<file path="config.mk">
export PLATFORM = sky130hd
export DESIGN_NAME = burst_col_seq
export DESIGN_NICKNAME = d
export VERILOG_FILES = /design/src/rtl/bseq_pkg.sv /design/src/rtl/bseq_len_decode.sv /design/src/rtl/bseq_addr_gen.sv /design/src/rtl/bseq_step_ctrl.sv /design/src/rtl/burst_col_seq.sv
export SDC_FILE = /design/constraint.sdc
export NUM_CORES = 1
export LEC_CHECK = 0
export ABC_CLOCK_PERIOD_IN_PS = 2950
export BUFFER_PORTS_ARGS = -buffer_cell sky130_fd_sc_hd__buf_4
export CAP_MARGIN = 30
export CORE_MARGIN = 5
export CORE_UTILIZATION = 34
export DETAILED_ROUTE_END_ITERATION = 7
export PLACE_DENSITY = 0.56
export SLEW_MARGIN = 25
export SYNTH_ARGS = -nofsm -noshare
export SYNTH_HDL_FRONTEND = slang
export SYNTH_HIERARCHICAL = 1
export SYNTH_SLANG_ARGS = --single-unit
</file>
<file path="constraint.sdc">
create_clock -name clk -period 2.95 [get_ports clk]
set_clock_uncertainty 0.1 [all_clocks]
set_input_delay 0 -clock clk [delete_from_list [all_inputs] [get_ports clk]]
set_output_delay 0 -clock clk [all_outputs]
set_load 0.02 [all_outputs]
</file>
<file path="src/rtl/bseq_pkg.sv">
package bseq_pkg;
  typedef enum logic {
    ORD_SEQ = 1'b0,
    ORD_ILV = 1'b1
  } order_e;

  localparam int CODE_W = 3;
  localparam logic [CODE_W-1:0] CODE_FULL = '1;
endpackage

</file>
<file path="src/rtl/bseq_len_decode.sv">
module bseq_len_decode
  import bseq_pkg::*;
#(
  parameter int COL_W  = 8,
  parameter int MAX_LG = 3
) (
  input  logic [CODE_W-1:0] bl_code,
  input  logic              wr,
  input  logic              single_wr,
  output logic [COL_W-1:0]  mask,
  output logic              full
);
  logic [COL_W-1:0] mask_tab [MAX_LG+1];

  for (genvar k = 0; k <= MAX_LG; k++) begin : g_mask
    assign mask_tab[k] = COL_W'((1 << k) - 1);
  end

  always_comb begin
    mask = '0;
    full = 1'b0;
    if (wr && single_wr) begin
      mask = '0;
      full = 1'b0;
    end else if (bl_code == CODE_FULL) begin
      mask = '1;
      full = 1'b1;
    end else begin
      for (int k = 0; k <= MAX_LG; k++) begin
        if (bl_code == CODE_W'(k)) mask = mask_tab[k];
      end
    end
  end


  always_comb begin
    if (wr && single_wr) single_wr_len_chk: assert (mask == '0 && !full);
  end
endmodule

</file>
<file path="src/rtl/bseq_addr_gen.sv">
module bseq_addr_gen #(
  parameter int COL_W = 8
) (
  input  logic [COL_W-1:0] base,
  input  logic [COL_W-1:0] idx,
  input  logic [COL_W-1:0] mask,
  input  logic             ilv,
  input  logic             full,
  output logic [COL_W-1:0] addr
);
  logic [COL_W-1:0] low;

  always_comb begin
    if (full) begin
      low  = base + idx;
      addr = low;
    end else begin
      low  = ilv ? (base ^ idx) : (base + idx);
      addr = (base & ~mask) | (low & mask);
    end
  end
endmodule

</file>
<file path="src/rtl/bseq_step_ctrl.sv">
module bseq_step_ctrl #(
  parameter int COL_W = 8
) (
  input  logic             clk,
  input  logic             rst,
  input  logic             start,
  input  logic [COL_W-1:0] start_col,
  input  logic [COL_W-1:0] mask_in,
  input  logic             full_in,
  input  logic             ilv_in,
  input  logic             stop,
  output logic [COL_W-1:0] col_o,
  output logic             valid_o,
  output logic             last_o
);
  logic [COL_W-1:0] base_q, mask_q, idx_q;
  logic             full_q, ilv_q;

  logic [COL_W-1:0] sel_base, sel_mask, sel_idx, nxt_addr;
  logic             sel_full, sel_ilv, step;

  assign step     = valid_o && !last_o && !start;
  assign sel_base = start ? start_col : base_q;
  assign sel_mask = start ? mask_in   : mask_q;
  assign sel_full = start ? full_in   : full_q;
  assign sel_ilv  = start ? (ilv_in && !full_in) : ilv_q;
  assign sel_idx  = start ? '0 : idx_q + COL_W'(1);

  bseq_addr_gen #(.COL_W(COL_W)) u_addr (
    .base (sel_base),
    .idx  (sel_idx),
    .mask (sel_mask),
    .ilv  (sel_ilv),
    .full (sel_full),
    .addr (nxt_addr)
  );

  always_ff @(posedge clk) begin
    if (rst) begin
      base_q  <= '0;
      mask_q  <= '0;
      idx_q   <= '0;
      full_q  <= 1'b0;
      ilv_q   <= 1'b0;
      col_o   <= '0;
      valid_o <= 1'b0;
      last_o  <= 1'b0;
    end else if (start) begin
      base_q  <= start_col;
      mask_q  <= mask_in;
      full_q  <= full_in;
      ilv_q   <= ilv_in && !full_in;
      idx_q   <= '0;
      col_o   <= nxt_addr;
      valid_o <= 1'b1;
      last_o  <= !full_in && (mask_in == '0);
    end else if (step) begin
      idx_q   <= sel_idx;
      col_o   <= nxt_addr;
      last_o  <= full_q ? stop : (sel_idx == mask_q);
    end else begin
      valid_o <= 1'b0;
      last_o  <= 1'b0;
    end
  end


  last_needs_valid_chk: assert property (@(posedge clk) disable iff (rst)
    last_o |-> valid_o);


  ends_after_last_chk: assert property (@(posedge clk) disable iff (rst)
    (valid_o && last_o && !start) |=> !valid_o);


  start_loads_col_chk: assert property (@(posedge clk) disable iff (rst)
    start |=> (valid_o && col_o == $past(start_col)));


  full_page_step_chk: assert property (@(posedge clk) disable iff (rst)
    (valid_o && !last_o && !start && full_q) |=> (col_o == $past(col_o) + COL_W'(1)));


  seq_upper_fixed_chk: assert property (@(posedge clk) disable iff (rst)
    (valid_o && !last_o && !start && !full_q) |=> (((col_o ^ $past(col_o)) & ~mask_q) == '0));


  stop_fixed_ignored_chk: assert property (@(posedge clk) disable iff (rst)
    (valid_o && !last_o && !start && !full_q && (idx_q + COL_W'(1) != mask_q)) |=> !last_o);
endmodule

</file>
<file path="src/rtl/burst_col_seq.sv">
module burst_col_seq
  import bseq_pkg::*;
#(
  parameter int COL_W  = 8,
  parameter int MAX_LG = 3
) (
  input  logic              clk,
  input  logic              rst,
  input  logic              start_i,
  input  logic [COL_W-1:0]  start_col_i,
  input  logic [CODE_W-1:0] bl_code_i,
  input  logic              order_i,
  input  logic              wr_i,
  input  logic              single_wr_i,
  input  logic              stop_i,
  output logic [COL_W-1:0]  col_o,
  output logic              valid_o,
  output logic              last_o
);
  logic [COL_W-1:0] dec_mask;
  logic             dec_full;

  bseq_len_decode #(.COL_W(COL_W), .MAX_LG(MAX_LG)) u_dec (
    .bl_code   (bl_code_i),
    .wr        (wr_i),
    .single_wr (single_wr_i),
    .mask      (dec_mask),
    .full      (dec_full)
  );

  bseq_step_ctrl #(.COL_W(COL_W)) u_ctrl (
    .clk       (clk),
    .rst       (rst),
    .start     (start_i),
    .start_col (start_col_i),
    .mask_in   (dec_mask),
    .full_in   (dec_full),
    .ilv_in    (order_i == ORD_ILV),
    .stop      (stop_i),
    .col_o     (col_o),
    .valid_o   (valid_o),
    .last_o    (last_o)
  );
endmodule

</file>
==> Word-level counts from Yosys, hierarchy flattened <==
Cells that the tools add are included.
{ "classes": {"n_addsub": 2, "mul": 0, "div": 0, "n_lt_le_gt_ge": 0, "eq_ne": 6, "n_shift": 0, "muxes": 21, "n_bitwise": 5, "reduce_logical": 11} }
{ "op_table": {"columns": ["cell", "n"], "rows": [
  ["2-to-1 mux 8 bit", 9],
  ["bitwise AND 8 bit", 2],
  ["2-to-1 mux 1 bit", 10],
  ["adder 8 x 1 -> 8 bit (second input constant)", 1],
  ["adder 8 bit", 1],
  ["== test 8 bit", 1],
  ["zero test 8 bit", 1],
  ["NOT 8 bit", 1],
  ["OR 8 bit", 1],
  ["XOR 8 bit", 1],
  ["== test 3 x 2 -> 1 bit (second input constant)", 2],
  ["logical AND 1 bit", 5],
  ["== test 3 x 1 -> 1 bit (second input constant)", 1],
  ["== test 3 bit (second input constant)", 1],
  ["zero test 1 bit", 3],
  ["2-to-1 mux 3 bit", 1],
  ["2-to-1 mux 2 bit", 1],
  ["!= test 2 bit (second input constant)", 1],
  ["nonzero test 2 bit", 1],
  ["OR reduction 2 bit", 1]
]} }
{ "totals": {"regBits": 36, "latchBits": 0, "mem_bits_rw": 0, "romBits": 0, "inputBits": 18, "elab_cells": 53, "mem_count": 0} }

==> Longest topological paths before layout <==
{ "depth": {"ltp_word": 13, "ltp_mapped": 13, "mapped_depth_nobuf": 12} }

==> Hierarchy <==
The synthesis kept the hierarchy.
{ "modules_own_cells": {"columns": ["mod", "n_inst", "cells_per_inst", "area_per_inst_um2", "seq_area_each_um2"], "rows": [
  ["bseq_step_ctrl", 1, 195, 1746.7, 720.7],
  ["bseq_addr_gen", 1, 84, 543.0, 0.0],
  ["bseq_len_decode", 1, 12, 88.8, 0.0]
]} }

==> Least setup slack after synthesis <==
OpenSTA, ideal clock, no wires.
{ "synth_path": {"path_type": "register -> register", "from": "reg u_ctrl.idx_q[0]", "to": "reg u_ctrl.col_o[7]", "setup_time_ns": 0.070, "arrival_time_ns": 2.521, "t_required_ns": 2.780, "setup_slack_ns": 0.258, "path_stages_with_launch": 13, "n_path_buf": 0, "synth_period_minus_slack_ns": 2.692, "cell_sequence": "dfxtp_1 > ha_1 > nand2_1 > or3_1 > a21oi_1 > ha_1 > a21oi_1 > o211ai_1 > and4_1 > a211oi_2 > xor2_1 > o21ai_0 > a21oi_1"} }
{ "synth_between": {"elab_chain_cells": 9} }
{ "synth_lines": {"columns": ["element", "line_no", "text"], "rows": [
  ["start: declaration", "bseq_step_ctrl.sv:16", "logic [COL_W-1:0] base_q, mask_q, idx_q;"],
  ["start signal: assignment", "bseq_step_ctrl.sv:58", "idx_q <= sel_idx;"],
  ["adder 8 x 1 -> 8 bit *", "bseq_step_ctrl.sv:27", "assign sel_idx = start ? '0 : idx_q + COL_W'(1);"],
  ["2-to-1 mux 8 bit *", "bseq_step_ctrl.sv:27", null],
  ["via u_ctrl.sel_idx[6]", "bseq_step_ctrl.sv:19", "logic [COL_W-1:0] sel_base, sel_mask, sel_idx, nxt_addr;"],
  ["adder 8 bit *", "bseq_addr_gen.sv:15, bseq_addr_gen.sv:18", null],
  ["2-to-1 mux 8 bit", "bseq_addr_gen.sv:18", "low = ilv ? (base ^ idx) : (base + idx);"],
  ["bitwise AND 8 bit", "bseq_addr_gen.sv:19", "addr = (base & ~mask) | (low & mask);"],
  ["OR 8 bit", "bseq_addr_gen.sv:19", null],
  ["2-to-1 mux 8 bit *", "bseq_addr_gen.sv:14", "if (full) begin"],
  ["via u_ctrl.nxt_addr[7]", "bseq_step_ctrl.sv:19", null],
  ["2-to-1 mux 8 bit", "bseq_step_ctrl.sv:57", "end else if (step) begin"],
  ["2-to-1 mux 8 bit *", "bseq_step_ctrl.sv:48", "end else if (start) begin"],
  ["end signal: assignment", "bseq_step_ctrl.sv:54", "col_o <= nxt_addr;"],
  ["end signal: assignment", "bseq_step_ctrl.sv:59", "col_o <= nxt_addr;"],
  ["end: declaration", "bseq_step_ctrl.sv:12", "output logic [COL_W-1:0] col_o,"]
]} }
Mark *: on every way through the listed nets, which the timed path passes. The rest lies on a longest branch. The select of a mux whose other input is x is not followed.
A chain may end at the register's enable or synchronous reset.

==> Worst setup path in the final report <==
Same ends and word-level chain as after synthesis.

==> results.ini <==
[yosys]
synthArstFlopShare=0
yosys.cell_types.count=53
yosysMostFrequentCell=dfxtp_1
syn_nets=318
synth_edf_count=0
yosys.area.top_type_share=0.303
ys_ff_latch=36
syn_inst=291
synth_area_um2=2380
yosys_warnings=6
yosysSeqAreaShare=0.303
yosys-top-cells-count=36 x dfxtp_1, 32 x nand2_1, 27 x a21oi_1
synth_area_leaders=dfxtp_1 30%, mux2_2 8.0%, nor2b_1 5.8%
synth.avg_cell_area_um2=8.17
synth_area_leader_cell=dfxtp_1
synth-main-ff-cell=dfxtp_1

[drt]
drc=0
wl_per_cell_um=14.5
drtAntennaViolNets=0
vias_per_cell=5.05
drt_pass1_iterations=4
vias=2069
drtIter0Drc=100
wl_um=5930

[job]
maxCapViolCount=0

[setup_path]
critPathArrivalTime_ns=2.79
crit_path_start_kind=flip-flop
crit_type=flip-flop to flip-flop
crit_path_top_delay_cell=dfxtp_1
cp.buffers_inverters=0
path_delay_family=compound AO/OA/AOI/OAI gates
r2r_setup_slack_ns=0.28
required_ns=3.07
r2r_cells=12
r2r_end=u_ctrl/col_o[7]
cp_max_fo=5
cp_slowest_stage_delay_ns=0.38
end_kind=flip-flop
reg2reg_from=u_ctrl/idx_q[0]
crit_chain=ha_4 > nand2_2 > or3_1 > a21oi_2 > ha_4 > a21oi_2 > o211ai_1 > and4_1 > a211oi_2 > xor2_1 > o21ai_0 > a21oi_1

[floorplanning]
die_h_um=93.6
die_w_um=93.6
start_util=0.350
io-pin-count=28
rows=30
core-area_um2=6790
die_area_um2=8770

[power]
leakage_nw=1.02
p_seq_frac=0.476
switchingPower_w=0.000316
p_int_w=0.000776
pwr-share-comb=0.217
swShare=0.290
vdd_drop_max_uv=264
pwr_density_cell_nw_per_um2=393
power_frac_clock=0.307

[clock_network]
clock_path_buffers=2
clock_latency_ns=0.29
postCtsSetupBuffers=0
clockRootBuffer=clkbuf_8
clk_pin_slew_ns=0.07
cts_sinks=36
htree_levels=2
cts_buffers=5
cts_tree=done

[timing]
setup_viol=0
fin_crit_sh=0.905
hold_viol_final=0
clock.fmax_ghz=0.374
worstMarginPinSlew_ns=0.582
rsz0062_at_grt=no
fin_crit_ns=2.67
drv_slew=0
final.setup.tns_ns=0
slew_headroom=0.611

[grt]
grt_pass1_vias=2040
grt_antenna_before_repair=0
grt_max_degree=30
grt.overflow.total=0
grt_pass1_wl_um=9890
track_usage=0.141

[final_layout]
drive_above_1_share=0.261
regArea_um2=724
nNetsFinal=341
diodes=0
area_delta_synth_final_pct=16.8
final_cells=410
multiInputGateArea_um2=1550
n_fill_cell=694

[hold_path]
min_to=u_ctrl/base_q[0]
hold_start=start_col_i[0]
hold_path_class=input pin to flip-flop
min_path_cells=3

[placed_design]
io_buffer_count=27
placedCellCount=401
place_hpwl_um=4310
gp_congestion=0.897

[run_status]
status=finished clean

[layout make-up]
cell class / instances / area share
multi-input cells: 226 / 0.558
well taps: 96 / 0.0432
inverters: 10 / 0.0135
clock buffers: 6 / 0.0261
clock inverters: 1 / 0.00180
flip-flops and latches: 36 / 0.261
repair buffers: 35 / 0.0964
[state kept, by name (all words and copies together), names as in the netlist]
signal and cells:
u_ctrl/base_q 8, u_ctrl/col_o 8, u_ctrl/full_q 1, u_ctrl/idx_q 8, u_ctrl/ilv_q 1, u_ctrl/last_o 1
u_ctrl/mask_q 8, u_ctrl/valid_o 1
[routing by layer]
metal  share of wire  global-route usage
met5               0                   0
met2            0.48               0.242
met4           0.010              0.0361
met3           0.033              0.0290
met1            0.47               0.179
[power groups by stage]
stage          Combinational [W]  Sequential (W)  Clock (W)
2_1_floorplan           0.000152        0.000543          0
3_3_place_gp            0.000230        0.000530          0
3_5_place_dp            0.000231        0.000531          0
4_1_cts                 0.000235        0.000519   0.000346
5_1_grt                 0.000263        0.000522   0.000371
6_report                0.000237        0.000520   0.000336
[worst max-delay path by stage]
stage / cells after the start / endpoint / start
2_1_floorplan: 12 / u_ctrl/col_o[7] / u_ctrl/idx_q[0]
3_3_place_gp: 12 / u_ctrl/col_o[7] / u_ctrl/idx_q[1]
3_5_place_dp: 12 / u_ctrl/col_o[7] / u_ctrl/idx_q[1]
4_1_cts: 12 / u_ctrl/col_o[7] / u_ctrl/idx_q[1]
5_1_grt: 12 / u_ctrl/col_o[7] / u_ctrl/idx_q[0]
6_report: 12 / u_ctrl/col_o[7] / u_ctrl/idx_q[0]
[cells in the final DEF (no fill, tap or decap), types with 2 or more instances in the layout]
master	count
nor2_1	22
a21oi_2	2
buf_4	33
ha_1	5
o22a_1	2
o2111ai_1	2
or2_2	2
nand3_1	5
nand4_1	2
o21ai_0	19
inv_1	10
nor4_1	2
dfxtp_2	3
nor3_1	5
dfxtp_1	33
clkbuf_8	5
nand2_1	31
and2_1	3
a31oi_1	2
a21oi_1	24
or3_1	2
mux2_2	17
a211oi_2	2
and3_1	2
nor2b_1	22
o211ai_1	3
xor2_1	4
o21a_1	3
ha_4	2
nand2b_1	3
dlygate4sd3_1	2
o21ai_1	2
xnor2_1	6
and4_2	2
o22ai_1	2
o41ai_2	2
[cells by family (layout without fill, tap and decap cells)]
group           Yosys count  after routing  share of synthesized area
mux                      17             17                     0.0805
xor+xnor                 11             11                     0.0405
simple gates            112            112                      0.241
fa+ha+maj                 9              9                     0.0505
buf+inv                  29             52                     0.0726
compound gates           77             77                      0.212
flops                    36             36                      0.303
[repair_timing]
action	CTS	global route
hold endpoints to repair	11	0
gates resized for setup	0	16
hold buffers	2	0
setup endpoints to repair	0	1
[metrics by stage]
stage               cell area, um2  worst slack, ns  utilization  hold slack [ns]  total power (W)
global route                  2780           0.0190        0.409           0.0112          0.00116
CTS                           2710           0.0302        0.399          0.00106          0.00110
global placement              2610            0.169        0.384            0.288         0.000760
detailed placement            2610           0.0498        0.384            0.293         0.000762
floorplan                     2380            0.258            -            0.151         0.000694
finish                        2780            0.279        0.409          0.00316          0.00109
[worst min-delay path: stages]
cell,delay [ns]
buf_4,0.07
mux2_2,0.16
nor2b_1,0.12
Note: power is estimated with default switching activity, not from simulation.
